===== src/rtl/rxw_pkg.sv =====
package rxw_pkg;
  localparam int unsigned SYM_W  = 10;
  localparam int unsigned MARK_W = 7;
  // window bits 0..6 read 0,0,1,1,1,1,1 (bit 0 first on the wire)
  localparam logic [MARK_W-1:0] MARK_POS = 7'b1111100;
  // window bits 0..6 read 1,1,0,0,0,0,0
  localparam logic [MARK_W-1:0] MARK_NEG = 7'b0000011;

  typedef enum logic [1:0] {
    SRC_LINE_A = 2'd0,
    SRC_LINE_B = 2'd1,
    SRC_LOOP   = 2'd2
  } src_e;
endpackage


===== src/rtl/rxw_rst_sync.sv =====
module rxw_rst_sync #(
  parameter int unsigned STAGES = 2
) (
  input  logic clk,
  input  logic arst_n,
  output logic srst_n
);
  logic [STAGES-1:0] sync_q;

  always_ff @(posedge clk or negedge arst_n) begin
    if (!arst_n) sync_q <= '0;
    else         sync_q <= {sync_q[STAGES-2:0], 1'b1};
  end

  assign srst_n = sync_q[STAGES-1];
endmodule


===== src/rtl/rxw_tx_serializer.sv =====
module rxw_tx_serializer #(
  parameter int unsigned WORD_W = 10
) (
  input  logic              clk,
  input  logic              rst_n,
  input  logic [WORD_W-1:0] word_i,
  output logic              load_o,
  output logic              bit_o
);
  localparam int unsigned CNT_W = $clog2(WORD_W);
  localparam logic [CNT_W-1:0] LAST = CNT_W'(WORD_W - 1);

  logic [CNT_W-1:0]  cnt_q, cnt_d;
  logic [WORD_W-1:0] sh_q, sh_d;
  logic              load;

  assign load = (cnt_q == LAST);

  always_comb begin
    if (load) begin
      sh_d  = word_i;
      cnt_d = '0;
    end else begin
      sh_d  = {1'b0, sh_q[WORD_W-1:1]};
      cnt_d = cnt_q + 1'b1;
    end
  end

  always_ff @(posedge clk or negedge rst_n) begin
    if (!rst_n) begin
      cnt_q <= LAST;
      sh_q  <= '0;
    end else begin
      cnt_q <= cnt_d;
      sh_q  <= sh_d;
    end
  end

  assign load_o = load;
  assign bit_o  = sh_q[0];

  // capture strobes are never back to back
  a_r7_load_spacing: assert property (@(posedge clk) disable iff (!rst_n)
    load |=> !load);
  // counter stays inside one word period
  a_r7_cnt_range: assert property (@(posedge clk) disable iff (!rst_n)
    cnt_q <= LAST);
endmodule


===== src/rtl/rxw_rx_front.sv =====
module rxw_rx_front #(
  parameter int unsigned WORD_W = 10,
  parameter int unsigned MARK_W = 7,
  parameter logic [MARK_W-1:0] MARK_POS = 7'b1111100,
  parameter logic [MARK_W-1:0] MARK_NEG = 7'b0000011
) (
  input  logic              clk,
  input  logic              rst_n,
  input  logic              bit_i,
  output logic [WORD_W-1:0] win_o,
  output logic              hit_o
);
  localparam int unsigned NUM_MARKS = 2;

  logic [WORD_W-1:0] win_q, win_d;
  logic [MARK_W-1:0] marks [NUM_MARKS];
  logic [NUM_MARKS-1:0] match;

  assign marks[0] = MARK_POS;
  assign marks[1] = MARK_NEG;

  // newest bit enters at the top; bit 0 holds the earliest bit of the window
  assign win_d = {bit_i, win_q[WORD_W-1:1]};

  always_ff @(posedge clk or negedge rst_n) begin
    if (!rst_n) win_q <= '0;
    else        win_q <= win_d;
  end

  for (genvar m = 0; m < NUM_MARKS; m++) begin : g_mark
    assign match[m] = (win_q[MARK_W-1:0] == marks[m]);
  end

  assign hit_o = |match;
  assign win_o = win_q;

  // both polarities cannot match the same window
  a_r2_one_polarity: assert property (@(posedge clk) disable iff (!rst_n)
    $onehot0(match));
endmodule


===== src/rtl/rxw_framer.sv =====
module rxw_framer #(
  parameter int unsigned WORD_W = 10
) (
  input  logic              clk,
  input  logic              rst_n,
  input  logic [WORD_W-1:0] win_i,
  input  logic              hit_i,
  input  logic              align_en_i,
  output logic [WORD_W-1:0] word_o,
  output logic              mark_o,
  output logic              lock_o,
  output logic              clk_a_o,
  output logic              clk_b_o
);
  localparam int unsigned CNT_W = $clog2(WORD_W);
  localparam logic [CNT_W-1:0] LAST = CNT_W'(WORD_W - 1);

  logic [CNT_W-1:0]  cnt_q, cnt_d;
  logic              lock_q, lock_d;
  logic [WORD_W-1:0] word_q, word_d;
  logic              mark_q, mark_d;
  logic              ca_q, ca_d, cb_q, cb_d;
  logic              realign, at_end, emit;

  assign realign = align_en_i & hit_i;
  assign at_end  = (cnt_q == LAST);
  assign emit    = realign | (lock_q & at_end);

  always_comb begin
    cnt_d  = (emit || at_end) ? '0 : cnt_q + 1'b1;
    lock_d = lock_q | realign;
    mark_d = emit & hit_i;
    word_d = word_q;
    ca_d   = ca_q;
    cb_d   = cb_q;
    if (emit) begin
      word_d = win_i;
      ca_d   = ~ca_q;
      cb_d   = ca_q;
    end
  end

  always_ff @(posedge clk or negedge rst_n) begin
    if (!rst_n) begin
      cnt_q  <= '0;
      lock_q <= 1'b0;
      word_q <= '0;
      mark_q <= 1'b0;
      ca_q   <= 1'b0;
      cb_q   <= 1'b0;
    end else begin
      cnt_q  <= cnt_d;
      lock_q <= lock_d;
      mark_q <= mark_d;
      if (emit) begin
        word_q <= word_d;
        ca_q   <= ca_d;
        cb_q   <= cb_d;
      end
    end
  end

  assign word_o  = word_q;
  assign mark_o  = mark_q;
  assign lock_o  = lock_q;
  assign clk_a_o = ca_q;
  assign clk_b_o = cb_q;

  // once words flow the two byte clocks are opposite
  a_r8_antiphase: assert property (@(posedge clk) disable iff (!rst_n)
    lock_q |-> (ca_q != cb_q));
  // nothing is presented before lock
  a_r10_quiet_unlocked: assert property (@(posedge clk) disable iff (!rst_n)
    !lock_q |-> (word_q == '0 && !ca_q && !cb_q));
  // comma flag is a single-cycle pulse
  a_r9_mark_pulse: assert property (@(posedge clk) disable iff (!rst_n)
    mark_q |=> !mark_q);
  // lock is sticky
  a_r2_lock_sticky: assert property (@(posedge clk) disable iff (!rst_n)
    lock_q |=> lock_q);
  // a flagged word always comes with a byte clock toggle
  a_r9_mark_with_toggle: assert property (@(posedge clk) disable iff (!rst_n)
    mark_q |-> (ca_q != $past(ca_q)));
endmodule


===== src/rtl/rxw_deserializer.sv =====
module rxw_deserializer
  import rxw_pkg::*;
#(
  parameter int unsigned WORD_W = SYM_W,
  parameter int unsigned COMMA_W = MARK_W,
  parameter logic [COMMA_W-1:0] COMMA_POS = MARK_POS,
  parameter logic [COMMA_W-1:0] COMMA_NEG = MARK_NEG,
  parameter int unsigned RST_STAGES = 2
) (
  input  logic              clk,
  input  logic              rst_n,
  input  logic              line_a_i,
  input  logic              line_b_i,
  input  logic              line_sel_i,
  input  logic              loop_en_i,
  input  logic              align_en_i,
  input  logic [WORD_W-1:0] tx_word_i,
  output logic              tx_load_o,
  output logic              tx_bit_o,
  output logic [WORD_W-1:0] rx_word_o,
  output logic              rx_mark_o,
  output logic              rx_lock_o,
  output logic              byte_clk_a_o,
  output logic              byte_clk_b_o
);
  logic              srst_n;
  logic              tx_bit;
  src_e              src_sel;
  logic              rx_bit;
  logic [WORD_W-1:0] win;
  logic              hit;

  rxw_rst_sync #(.STAGES(RST_STAGES)) u_rst (
    .clk    (clk),
    .arst_n (rst_n),
    .srst_n (srst_n)
  );

  rxw_tx_serializer #(.WORD_W(WORD_W)) u_tx (
    .clk    (clk),
    .rst_n  (srst_n),
    .word_i (tx_word_i),
    .load_o (tx_load_o),
    .bit_o  (tx_bit)
  );

  always_comb begin
    if (loop_en_i)       src_sel = SRC_LOOP;
    else if (line_sel_i) src_sel = SRC_LINE_B;
    else                 src_sel = SRC_LINE_A;
  end

  always_comb begin
    case (src_sel)
      SRC_LOOP:   rx_bit = tx_bit;
      SRC_LINE_B: rx_bit = line_b_i;
      default:    rx_bit = line_a_i;
    endcase
  end

  rxw_rx_front #(
    .WORD_W   (WORD_W),
    .MARK_W   (COMMA_W),
    .MARK_POS (COMMA_POS),
    .MARK_NEG (COMMA_NEG)
  ) u_front (
    .clk   (clk),
    .rst_n (srst_n),
    .bit_i (rx_bit),
    .win_o (win),
    .hit_o (hit)
  );

  rxw_framer #(.WORD_W(WORD_W)) u_frm (
    .clk        (clk),
    .rst_n      (srst_n),
    .win_i      (win),
    .hit_i      (hit),
    .align_en_i (align_en_i),
    .word_o     (rx_word_o),
    .mark_o     (rx_mark_o),
    .lock_o     (rx_lock_o),
    .clk_a_o    (byte_clk_a_o),
    .clk_b_o    (byte_clk_b_o)
  );

  assign tx_bit_o = tx_bit;
endmodule


===== config.mk =====
export PLATFORM = sky130hd
export DESIGN_NAME = rxw_deserializer
export DESIGN_NICKNAME = d
export VERILOG_FILES = /design/src/rtl/rxw_pkg.sv /design/src/rtl/rxw_rst_sync.sv /design/src/rtl/rxw_tx_serializer.sv /design/src/rtl/rxw_rx_front.sv /design/src/rtl/rxw_framer.sv /design/src/rtl/rxw_deserializer.sv
export SDC_FILE = /design/constraint.sdc
export NUM_CORES = 1
export LEC_CHECK = 0
export ABC_AREA = 1
export BUFFER_PORTS_ARGS = -buffer_cell sky130_fd_sc_hd__buf_2
export CAP_MARGIN = 20
export CELL_PAD_IN_SITES_DETAIL_PLACEMENT = 0
export CELL_PAD_IN_SITES_GLOBAL_PLACEMENT = 1
export CORE_AREA = 2 2 76 78
export CTS_CLUSTER_DIAMETER = 200
export DETAILED_ROUTE_END_ITERATION = 8
export DIE_AREA = 0 0 78 80
export GPL_TIMING_DRIVEN = 0
export PLACE_DENSITY_LB_ADDON = 0.12
export SLEW_MARGIN = 30
export SYNTH_ARGS = -nofsm -noshare
export SYNTH_HDL_FRONTEND = slang
export SYNTH_SLANG_ARGS = --single-unit

===== constraint.sdc =====
create_clock -name clk -period 1.55 [get_ports clk]
set_input_delay 0.465 -clock clk [delete_from_list [all_inputs] [get_ports clk]]
set_output_delay 0.465 -clock clk [all_outputs]
set_load 0.01 [all_outputs]

==> impl_metrics.py, run 1 <==
metrics = {
    "status": {
        "outcome": "finished with violations",
        "violations_in_the_final_reports": "negative setup slack",
    },
    "final_layout": {
        "antenna_cells_inserted": 0,
        "final_net_count": 237,
        "nFillCells": 565,
        "highest_count_cells_in_the_layout_ignoring_fill_and_taps": "sky130_fd_sc_hd__nand2_1, sky130_fd_sc_hd__dfrtp_1, sky130_fd_sc_hd__buf_2",
        "layout.core_utilization": 0.3889,
        "area.growth.synth_to_final_pct": 25.37,
        "layoutNonFillerInstCount": 290,
        "mostFrequentLayoutCell": "sky130_fd_sc_hd__nand2_1",
        "drive_gt1_frac": 0.2752,
    },
    "placed_design": {
        "place.detailed.instances": 277,
        "dpl.hpwl_um": 2215,
        "io_buffer_count": 32,
        "routabilityCongestion": 0.6936,
    },
    "clock_tree": {
        "tritoncts": "yes",
        "h-tree-depth": 2,
        "clkSlewWorstSetupHoldPaths_ns": 0.08,
        "clkSinkCount": 44,
        "cts-root-buf": "sky130_fd_sc_hd__clkbuf_8",
        "number_of_clock_buffers_inserted_by_tritoncts": 5,
        "ctsLongestPathBuffers": 2,
        "insertion_delay_ns": 0.29,
    },
    "timing": {
        "fin_ws_ns": -0.1165,
        "fin_crit_ns": 1.667,
        "fin_crit_sh": 1.075,
        "timing.final.setup_violations": 1,
        "finClkSkew_ns": 0.003271,
        "max_clock_freq_ghz": 0.6000,
        "rsz0062_at_grt": "yes",
        "slew_violations": 0,
        "final_hold_violations": 0,
    },
    "global_routing": {
        "grt_start_max_net_pins": 28,
        "grt_first_pass_wirelength_um": 5851,
        "gr-usage-all-layers": 0.1210,
        "antenna_found_initial": 0,
        "number_of_global_route_vias_before_repair": 1259,
        "grt_overflow_total": 0,
    },
    "yosys": {
        "avgSynthCellArea_um2": 9.748,
        "ys_warn_count": 0,
        "ys_ff_latch": 44,
        "synth_nets": 191,
        "netlist.area_leader.share": 0.6269,
        "post_synth_main_area_contributors": "sky130_fd_sc_hd__dfrtp_1, sky130_fd_sc_hd__nand2_1, sky130_fd_sc_hd__nand3_1, sky130_fd_sc_hd__nor2_1, sky130_fd_sc_hd__dfstp_2",
        "mappedNetlistArea_mm2": 0.001677,
        "synth.distinct_cells": 20,
        "netlist_instances": 172,
        "synthDominantAreaCellType": "sky130_fd_sc_hd__dfrtp_1",
        "synth_sequential_area_ratio": 0.6582,
    },
    "critical_path": {
        "critPathKind": "flip-flop to primary output",
        "critPathMaxFanout": 2,
        "critPathTopFamily": "flip-flops",
        "r2r_cells": 7,
        "critPathSlowestCell": "sky130_fd_sc_hd__dfstp_2",
        "end_kind": "primary output",
        "critical_path.cell_chain": "inv_2 -> nor2_4 -> nand2_2 -> clkinv_4 -> buf_6",
        "timing.critical_path.arrival_ns": 1.20,
        "slowest_delay_ns": 0.55,
        "worstPathRequired_ns": 1.08,
        "cp_num_buf_inv": 3,
        "timing.critical_path.depth": 5,
        "crit_path_start_kind": "flip-flop",
    },
    "drt": {
        "detail-route-antenna-nets": 0,
        "vias_per_cell": 4.190,
        "drcViolationCount": 0,
        "post_drt_wl_per_cell_um": 11.19,
        "first_pass_iteration_count_of_the_detailed_router": 4,
        "detailedRoute.firstIterationViolations": 61,
        "num_vias": 1215,
        "drt-total-wl_um": 3245,
    },
    "floorplan": {
        "floorplan.io_pins": 33,
        "placeableCoreArea_mm2": 0.005405,
        "placement_rows": 27,
        "starting_density_of_the_core": 0.3102,
        "dieWidth_um": 78,
        "floorplan.die_area_mm2": 0.006240,
        "die_h_um": 80,
    },
    "hold_path": {
        "hold_path_class": "flip-flop to asynchronous set/reset pin",
    },
    "power": {
        "power.ir.vdd_worst_mv": 0.4378,
        "cellLeakagePower_uw": 0.001147,
        "total_power_density_per_cell_area_mw_per_mm2": 1418,
    },
    "run": {
        "maxCapViolations": 0,
    },
}
## power by group
group | leakage [uW] | internal, uW | total, uW | switching, uW
Sequential | 0.000544 | 1380 | 1540 | 156
Clock | 0.0000410 | 307 | 674 | 368
Combinational | 0.000562 | 345 | 765 | 420
## routing by layer
| layer | global-route usage | vias up | part of all wire |
|---|---|---|---|
| met3 | 0.02941 | 5 | 0.046 |
| met5 | 0 | - | 0 |
| li1 | - | 613 | - |
| met2 | 0.2009 | 30 | 0.50 |
| met4 | 0.05263 | 0 | 0.015 |
| met1 | 0.1503 | 567 | 0.44 |
## synthesized netlist by cell type
cell / n
sky130_fd_sc_hd__nand2_2: 1
sky130_fd_sc_hd__nand2_1: 66
sky130_fd_sc_hd__buf_6: 1
sky130_fd_sc_hd__o31ai_1: 1
sky130_fd_sc_hd__dfstp_2: 2
sky130_fd_sc_hd__inv_1: 14
sky130_fd_sc_hd__a21oi_1: 1
sky130_fd_sc_hd__o21ai_0: 2
sky130_fd_sc_hd__xnor2_1: 1
sky130_fd_sc_hd__nand3_1: 14
sky130_fd_sc_hd__xor2_1: 2
sky130_fd_sc_hd__dfrtp_1: 42
sky130_fd_sc_hd__buf_4: 1
sky130_fd_sc_hd__nor2_1: 15
sky130_fd_sc_hd__clkinv_1: 1
sky130_fd_sc_hd__ha_1: 2
sky130_fd_sc_hd__conb_1: 1
sky130_fd_sc_hd__nand2_4: 2
sky130_fd_sc_hd__buf_2: 2
sky130_fd_sc_hd__o21a_1: 1
## what timing repair did
action	CTS	global route
resized for setup	9	1
pin swaps	3	2
hold endpoints to repair	2	0
endpoints found under the setup margin	1	1
hold buffers	1	0
setup buffers	5	0
## final timing paths
| kind | start | endpoint | slack (ns) |
|---|---|---|---|
| max in group asynchronous | u_rst.sync_q[1] | u_tx.cnt_q[3] | 0.82 |
| hold reg to reg | u_rst.sync_q[1] | u_frm.mark_o | 0.19 |
| setup reg to reg | u_frm.cnt_q[0] | u_frm.clk_a_o | 0.14 |
| setup / recovery | u_tx.cnt_q[0] | tx_load_o | -0.12 |
| min in group clk | u_rst.sync_q[0] | u_rst.sync_q[1] | 0.35 |
| hold / removal | u_rst.sync_q[1] | u_frm.mark_o | 0.19 |
## kinds of logic (layout without fill, tap and decap cells)
group                      after synthesis  in the layout  share of synthesized area
AOI/OAI and AO/OA                        5              5                    0.01791
xor gates and xnor gates                 3              3                    0.01567
adders and majority gates                2              2                    0.01492
buffers and inverters                   19             65                    0.05075
DFF                                     44             44                     0.6582
other                                    1              1                   0.002237
and+or+nand+nor                         98             98                     0.2403
## state kept, by name (all words and copies together) (netlist names)
name           count
u_frm.clk_b_o      1
u_tx.cnt_q         4
u_tx.sh_q         10
u_front.win_o     10
u_frm.word_o      10
u_frm.cnt_q        4
u_frm.mark_o       1
u_rst.sync_q       2
u_frm.lock_o       1
u_frm.clk_a_o      1
## through the flow
stage          setup TNS, ns  worst slack (ns)  hold WS, ns  instance area (um^2)  power [uW]
2_1_floorplan              0            0.2066       0.1694                  1677        2043
3_3_place_gp          -9.367           -0.2355       0.2503                  1927        2300
3_5_place_dp        -0.04134          -0.04134       0.2062                  1948        2344
4_1_cts              -0.1251           -0.1251       0.2076                  2097        3031
5_1_grt              -0.1933           -0.1933       0.2273                  2102        3218
6_report             -0.1165           -0.1165       0.1930                  2102        2980
## layout make-up
class | count | area (um^2) | area share
buffer | 4 | 28.78 | 0.01369
clock buffer | 6 | 72.57 | 0.03452
clock inverter | 1 | 5.005 | 0.002381
inverter | 15 | 61.31 | 0.02917
multi-input combinational | 109 | 505.5 | 0.2405
sequential | 44 | 1105 | 0.5256
tap | 72 | 90.09 | 0.04286
timing repair buffer | 39 | 234.0 | 0.1113
Power figures use the tool's default switching activity.
==> run 2: changes to the inputs <==
--- a/config.mk
+++ b/config.mk
@@ -6,14 +6,14 @@
 export NUM_CORES = 1
 export LEC_CHECK = 0
 export ABC_AREA = 1
-export BUFFER_PORTS_ARGS = -buffer_cell sky130_fd_sc_hd__buf_2
 export CAP_MARGIN = 20
 export CELL_PAD_IN_SITES_DETAIL_PLACEMENT = 0
-export CELL_PAD_IN_SITES_GLOBAL_PLACEMENT = 1
+export CELL_PAD_IN_SITES_GLOBAL_PLACEMENT = 2
 export CORE_AREA = 2 2 76 78
 export CTS_CLUSTER_DIAMETER = 200
 export DETAILED_ROUTE_END_ITERATION = 8
 export DIE_AREA = 0 0 78 80
+export DONT_BUFFER_PORTS = 1
 export GPL_TIMING_DRIVEN = 0
 export PLACE_DENSITY_LB_ADDON = 0.12
 export SLEW_MARGIN = 30
==> run 2 against run 1 <==
  * The flow still finishes with violations (negative setup slack)
  * Utilization fell by 2.6 points
  * Cell count fell by 10%
  * Clock-buffer cell count did not move
  * Global-route usage fell by 0.39 points
  * Largest power group unchanged
  * Routed wire length fell by 2.0%
==> impl_metrics.py, run 2 (same netlist as run 1, synthesis figures left out) <==
metrics = {
    "global_routing": {
        "grt_first_pass_wirelength_um": 5540,
        "gr-usage-all-layers": 0.1171,
        "grt_overflow_total": 0,
        "antenna_found_initial": 0,
        "number_of_global_route_vias_before_repair": 1175,
        "grt_start_max_net_pins": 30,
    },
    "drt": {
        "first_pass_iteration_count_of_the_detailed_router": 4,
        "num_vias": 1118,
        "drcViolationCount": 0,
        "vias_per_cell": 4.300,
        "drt-total-wl_um": 3181,
        "detail-route-antenna-nets": 0,
        "detailedRoute.firstIterationViolations": 45,
        "post_drt_wl_per_cell_um": 12.23,
    },
    "critical_path": {
        "timing.critical_path.arrival_ns": 1.14,
        "worstPathRequired_ns": 1.08,
        "crit_path_start_kind": "flip-flop",
        "critical_path.cell_chain": "inv_2 -> nor2_4 -> nand2_2 -> clkinv_4",
        "slowest_delay_ns": 0.55,
        "crit-reg2reg-launch": "u_tx.cnt_q[0]",
        "timing.critical_path.from": "u_tx.cnt_q[0]",
        "critPathMaxFanout": 5,
        "critPathKind": "flip-flop to primary output",
        "end_kind": "primary output",
        "critPathSlowestCell": "sky130_fd_sc_hd__dfstp_2",
    },
    "clock_tree": {
        "cts-root-buf": "sky130_fd_sc_hd__clkbuf_8",
        "ctsLongestPathBuffers": 2,
        "insertion_delay_ns": 0.29,
        "h-tree-depth": 2,
        "number_of_clock_buffers_inserted_by_tritoncts": 5,
        "clkSinkCount": 44,
        "clkSlewWorstSetupHoldPaths_ns": 0.08,
        "tritoncts": "yes",
    },
    "placed_design": {
        "place.detailed.instances": 245,
        "io_buffer_count": 0,
        "routabilityCongestion": 0.6770,
        "dpl.hpwl_um": 2077,
    },
    "timing": {
        "final_hold_violations": 0,
        "fin_ws_ns": -0.05757,
        "rsz0062_at_grt": "yes",
        "timing.final.setup_violations": 1,
        "fin_crit_sh": 1.037,
        "max_clock_freq_ghz": 0.6221,
        "finClkSkew_ns": 0.005358,
        "fin_crit_ns": 1.608,
        "final.hold.worst_slack_ns": 0.1677,
        "slew_violations": 0,
    },
    "power": {
        "power_frac_clock": 0.252,
        "power.ir.vdd_worst_mv": 0.6174,
        "cellInternalPower_uw": 1975,
        "combinationalPowerShare": 0.179,
        "switching_power_uw": 902.1,
        "power.sequential.fraction": 0.569,
        "cellLeakagePower_uw": 0.001032,
        "total_power_density_per_cell_area_mw_per_mm2": 1467,
        "switching_share": 0.3135,
    },
    "floorplan": {
        "floorplan.io_pins": 33,
        "floorplan.die_area_mm2": 0.006240,
        "dieWidth_um": 78,
        "die_h_um": 80,
        "starting_density_of_the_core": 0.3102,
        "placement_rows": 27,
        "placeableCoreArea_mm2": 0.005405,
    },
    "final_layout": {
        "drive_gt1_frac": 0.1649,
        "mostFrequentLayoutCell": "sky130_fd_sc_hd__nand2_1",
        "layoutNonFillerInstCount": 260,
        "nFillCells": 594,
        "highest_count_cells_in_the_layout_ignoring_fill_and_taps": "sky130_fd_sc_hd__nand2_1, sky130_fd_sc_hd__dfrtp_1, sky130_fd_sc_hd__nand3_1",
        "final_net_count": 206,
        "antenna_cells_inserted": 0,
        "area.growth.synth_to_final_pct": 16.94,
    },
    "hold_path": {
        "hold_path_class": "flip-flop to asynchronous set/reset pin",
    },
    "status": {
        "violations_in_the_final_reports": "negative setup slack",
        "outcome": "finished with violations",
    },
    "run": {
        "maxCapViolations": 0,
    },
}
-- run 2: cell type report --
class,count,area (um^2),share of cell area
plain buffers,4,33.78,0.01723
clock buffers,6,82.58,0.04212
clock inverters,2,10.01,0.005105
inverters,15,61.31,0.03127
multi-input cells,109,505.5,0.2578
flip-flops and latches,44,1105,0.5635
well taps,72,90.09,0.04595
repair buffers,7,67.56,0.03446
repair inverters,1,5.005,0.002553
-- run 2: path summary, 6_finish.rpt --
kind                                     to  slack (ns)  cells past startpoint
max                               tx_load_o       -0.06                      4
min                            u_tx.sh_q[7]        0.17                      0
max reg2reg                    u_tx.sh_q[0]        0.09                      8
min reg2reg                    u_tx.sh_q[7]        0.17                      0
max in group asynchronous     u_tx.cnt_q[3]        0.85                      1
min in group clk           u_front.win_o[9]        0.27                      1
-- run 2: worst max-delay path, delay by kind of cell (launching register included) --
family	cells	cell delay (ns)
buffers and inverters	2	0.13
flip-flops	1	0.55
AND/OR/NAND/NOR	2	0.17
-- run 2: per-stage QoR --
stage	power, uW	util	TNS, ns	cell area [um^2]	worst slack [ns]
2_1_floorplan	2043	-	0	1677	0.2066
5_1_grt	3103	0.3627	-0.1308	1961	-0.1272
3_5_place_dp	2188	0.3308	0	1788	0.1048
4_1_cts	2945	0.3595	-0.08648	1943	-0.08648
3_3_place_gp	2161	0.3269	-10.39	1767	-0.2616
6_report	2877	0.3627	-0.05757	1961	-0.05757
-- run 2: what timing repair did --
item | 4_1_cts | 5_1_grt
endpoints found under the hold margin | 2 | 0
buffers inserted | 4 | 1
pin swaps | 3 | 2
gates resized for setup | 8 | 4
hold buffers | 1 | 0
endpoints found under the setup margin | 1 | 4
cloned | 1 | 0
-- run 2: power groups by stage --
stage	registers [uW]	clock network (uW)	logic [uW]
after global placement	1680	0	480
final	1640	724	515
after CTS	1650	773	523
after floorplan	1630	0	415
after detailed placement	1670	0	518
after global routing	1680	815	610
-- run 2: layer usage --
metal  routed length [um]  track usage  part of all wire  vias up
li1                     -            -                 -      546
met1                 1397       0.1352              0.44      544
met2                 1597       0.1983              0.50       23
met3                  135      0.03620             0.042        5
met4                   51      0.05614             0.016        0
met5                    0            0                 0        -
==> run 3: changes to the inputs <==
--- a/config.mk
+++ b/config.mk
@@ -15,7 +15,7 @@
 export DIE_AREA = 0 0 78 80
 export DONT_BUFFER_PORTS = 1
 export GPL_TIMING_DRIVEN = 0
-export PLACE_DENSITY_LB_ADDON = 0.12
+export PLACE_DENSITY_LB_ADDON = 0.1
 export SLEW_MARGIN = 30
 export SYNTH_ARGS = -nofsm -noshare
 export SYNTH_HDL_FRONTEND = slang
==> constraint.sdc (replaced) <==
create_clock -name clk -period 1.8 [get_ports clk]
set_input_delay 0.54 -clock clk [delete_from_list [all_inputs] [get_ports clk]]
set_output_delay 0.54 -clock clk [all_outputs]
set_load 0.01 [all_outputs]
==> run 3 against run 2 <==
  * Critical endpoint unchanged
  * Worst hold slack better by 0.057 ns
  * Cell area fell by 1.5%
  * Non-clock buffer count shrank 4
  * Sequential power down 13%
  * Cell count shrank 1.5%
  * Register-to-register slack better by 0.30 ns
  * The flow now finishes without violations
  * Die area unchanged
  * Routed wire length shrank 5.3%
  * First-iteration DRC count decreased by 24%
  * Sequential cell count unchanged
  * Via count shrank 3.2%
==> impl_metrics.py, run 3 (same netlist as run 1, synthesis figures left out) <==
metrics = {
    "status": {
        "outcome": "finished, final reports clean",
    },
    "global_routing": {
        "grt_start_max_net_pins": 25,
        "antenna_found_initial": 0,
        "number_of_global_route_vias_before_repair": 1146,
        "grt_overflow_total": 0,
        "gr-usage-all-layers": 0.1089,
        "grt_first_pass_wirelength_um": 5264,
    },
    "critical_path": {
        "setup.reg_to_reg.worst_slack_ns": 0.39,
        "worstSetupEndpoint": "tx_load_o",
        "timing.critical_path.from": "u_tx.cnt_q[0]",
        "worstReg2RegEnd": "u_frm.word_o[9]",
        "critPathSlowestCell": "sky130_fd_sc_hd__dfstp_2",
        "critical_path.cell_chain": "inv_1 -> nor2_2 -> nand2_4 -> clkinv_4",
        "crit_path_start_kind": "flip-flop",
        "timing.critical_path.arrival_ns": 1.18,
        "critPathMaxFanout": 5,
        "end_kind": "primary output",
        "slowest_delay_ns": 0.54,
        "crit-reg2reg-launch": "u_frm.cnt_q[0]",
        "critPathKind": "flip-flop to primary output",
        "critPathTopFamily": "flip-flops",
        "r2r_cells": 7,
        "worstPathRequired_ns": 1.26,
        "cp_num_buf_inv": 2,
        "timing.critical_path.depth": 4,
    },
    "final_layout": {
        "drive_gt1_frac": 0.1304,
        "area.growth.synth_to_final_pct": 15.15,
        "highest_count_cells_in_the_layout_ignoring_fill_and_taps": "sky130_fd_sc_hd__nand2_1, sky130_fd_sc_hd__dfrtp_1, sky130_fd_sc_hd__nand3_1",
        "layout.core_utilization": 0.3572,
        "sequential_cell_area_mm2": 0.001105,
        "antenna_cells_inserted": 0,
        "final_net_count": 202,
        "mostFrequentLayoutCell": "sky130_fd_sc_hd__nand2_1",
        "multiInputGateArea_um2": 505.5,
        "nFillCells": 575,
    },
    "clock_tree": {
        "ctsLongestPathBuffers": 2,
        "cts-root-buf": "sky130_fd_sc_hd__clkbuf_8",
        "tritoncts": "yes",
        "clkSlewWorstSetupHoldPaths_ns": 0.08,
        "number_of_clock_buffers_inserted_by_tritoncts": 5,
        "h-tree-depth": 2,
        "clkSinkCount": 44,
        "insertion_delay_ns": 0.29,
    },
    "floorplan": {
        "dieWidth_um": 78,
        "starting_density_of_the_core": 0.3102,
        "floorplan.io_pins": 33,
        "placement_rows": 27,
        "placeableCoreArea_mm2": 0.005405,
        "die_h_um": 80,
        "floorplan.die_area_mm2": 0.006240,
    },
    "timing": {
        "fin_ws_ns": 0.08141,
        "timing.final.setup_violations": 0,
        "rsz0062_at_grt": "no",
        "fin_crit_ns": 1.719,
        "slew_violations": 0,
        "fin_crit_sh": 0.9548,
        "final_hold_violations": 0,
        "finClkSkew_ns": 0.01054,
        "max_clock_freq_ghz": 0.5819,
    },
    "power": {
        "power.ir.vdd_worst_mv": 0.4094,
        "total_power_density_per_cell_area_mw_per_mm2": 1286,
        "cellLeakagePower_uw": 0.001010,
    },
    "run": {
        "maxCapViolations": 0,
    },
    "placed_design": {
        "routabilityCongestion": 0.6848,
        "io_buffer_count": 0,
        "pre_cts_ws_ns": 0.2859,
        "dpl.hpwl_um": 2137,
    },
    "hold_path": {
        "hold_path_class": "flip-flop to asynchronous set/reset pin",
    },
    "drt": {
        "detail-route-antenna-nets": 0,
        "vias_per_cell": 4.227,
        "post_drt_wl_per_cell_um": 11.77,
        "first_pass_iteration_count_of_the_detailed_router": 4,
        "detailedRoute.firstIterationViolations": 34,
        "drcViolationCount": 0,
        "num_vias": 1082,
        "drt-total-wl_um": 3012,
    },
}
==> run 3: cell count changes in the layout (fill, tap and decap cells not counted), sizes merged <==
cell and delta:
buf -3, clkbuf +1, clkinv -2
==> run 3: worst min-delay path by stage <==
stage | from | end | slack [ns]
6_report | u_rst.sync_q[1] | u_frm.cnt_q[2] | 0.22
5_1_grt | u_rst.sync_q[1] | u_frm.cnt_q[2] | 0.27
4_1_cts | u_rst.sync_q[1] | u_tx.cnt_q[1] | 0.25
3_5_place_dp | u_rst.sync_q[1] | u_frm.cnt_q[2] | 0.24
3_3_place_gp | rst_n | u_rst.sync_q[0] | 0.24
2_1_floorplan | rst_n | u_rst.sync_q[0] | 0.24
==> run 3: area by class of cell <==
| cell class | instances | share of cell area |
|---|---|---|
| Timing Repair Buffer | 3 | 0.02333 |
| Inverter | 15 | 0.03176 |
| Sequential cell | 44 | 0.5723 |
| Multi-Input combinational cell | 109 | 0.2618 |
| Tap cell | 72 | 0.04666 |
| Timing Repair inverter | 1 | 0.002592 |
| Clock buffer | 8 | 0.04666 |
| Buffer | 4 | 0.01491 |
==> run 3: stage by stage <==
stage          hold slack (ns)  area (um^2)  power (uW)  std cells  setup TNS (ns)
4_1_cts                 0.2469         1903        2549        254               0
6_report                0.2249         1931        2483        256               0
3_5_place_dp            0.2397         1795        1899        245               0
3_3_place_gp            0.2445         1767        1866        244          -1.680
5_1_grt                 0.2738         1931        2677        256               0
2_1_floorplan           0.2444         1677        1759        172               0
==> run 3: layer usage <==
layer  vias to the layer above  global-route usage  part of all wire
li1                        543                   -                 -
met1                       518              0.1282              0.43
met2                        19              0.1845              0.53
met3                         2             0.03959             0.035
met4                         0             0.03684            0.0027
met5                         -                   0                 0
==> run 3: power by group <==
part           internal [uW]  total, uW  switching [uW]
combinational            198        443             245
clock                    313        624             311
sequential              1190       1420             223
total                   1700       2480             778
==> run 3: what timing repair did <==
action,CTS,global route
pin swaps,0,2
cloned,0,1
hold buffers,1,0
gates resized for setup,3,5
setup endpoints to repair,1,1
buffers inserted,0,1
hold endpoints to repair,2,0
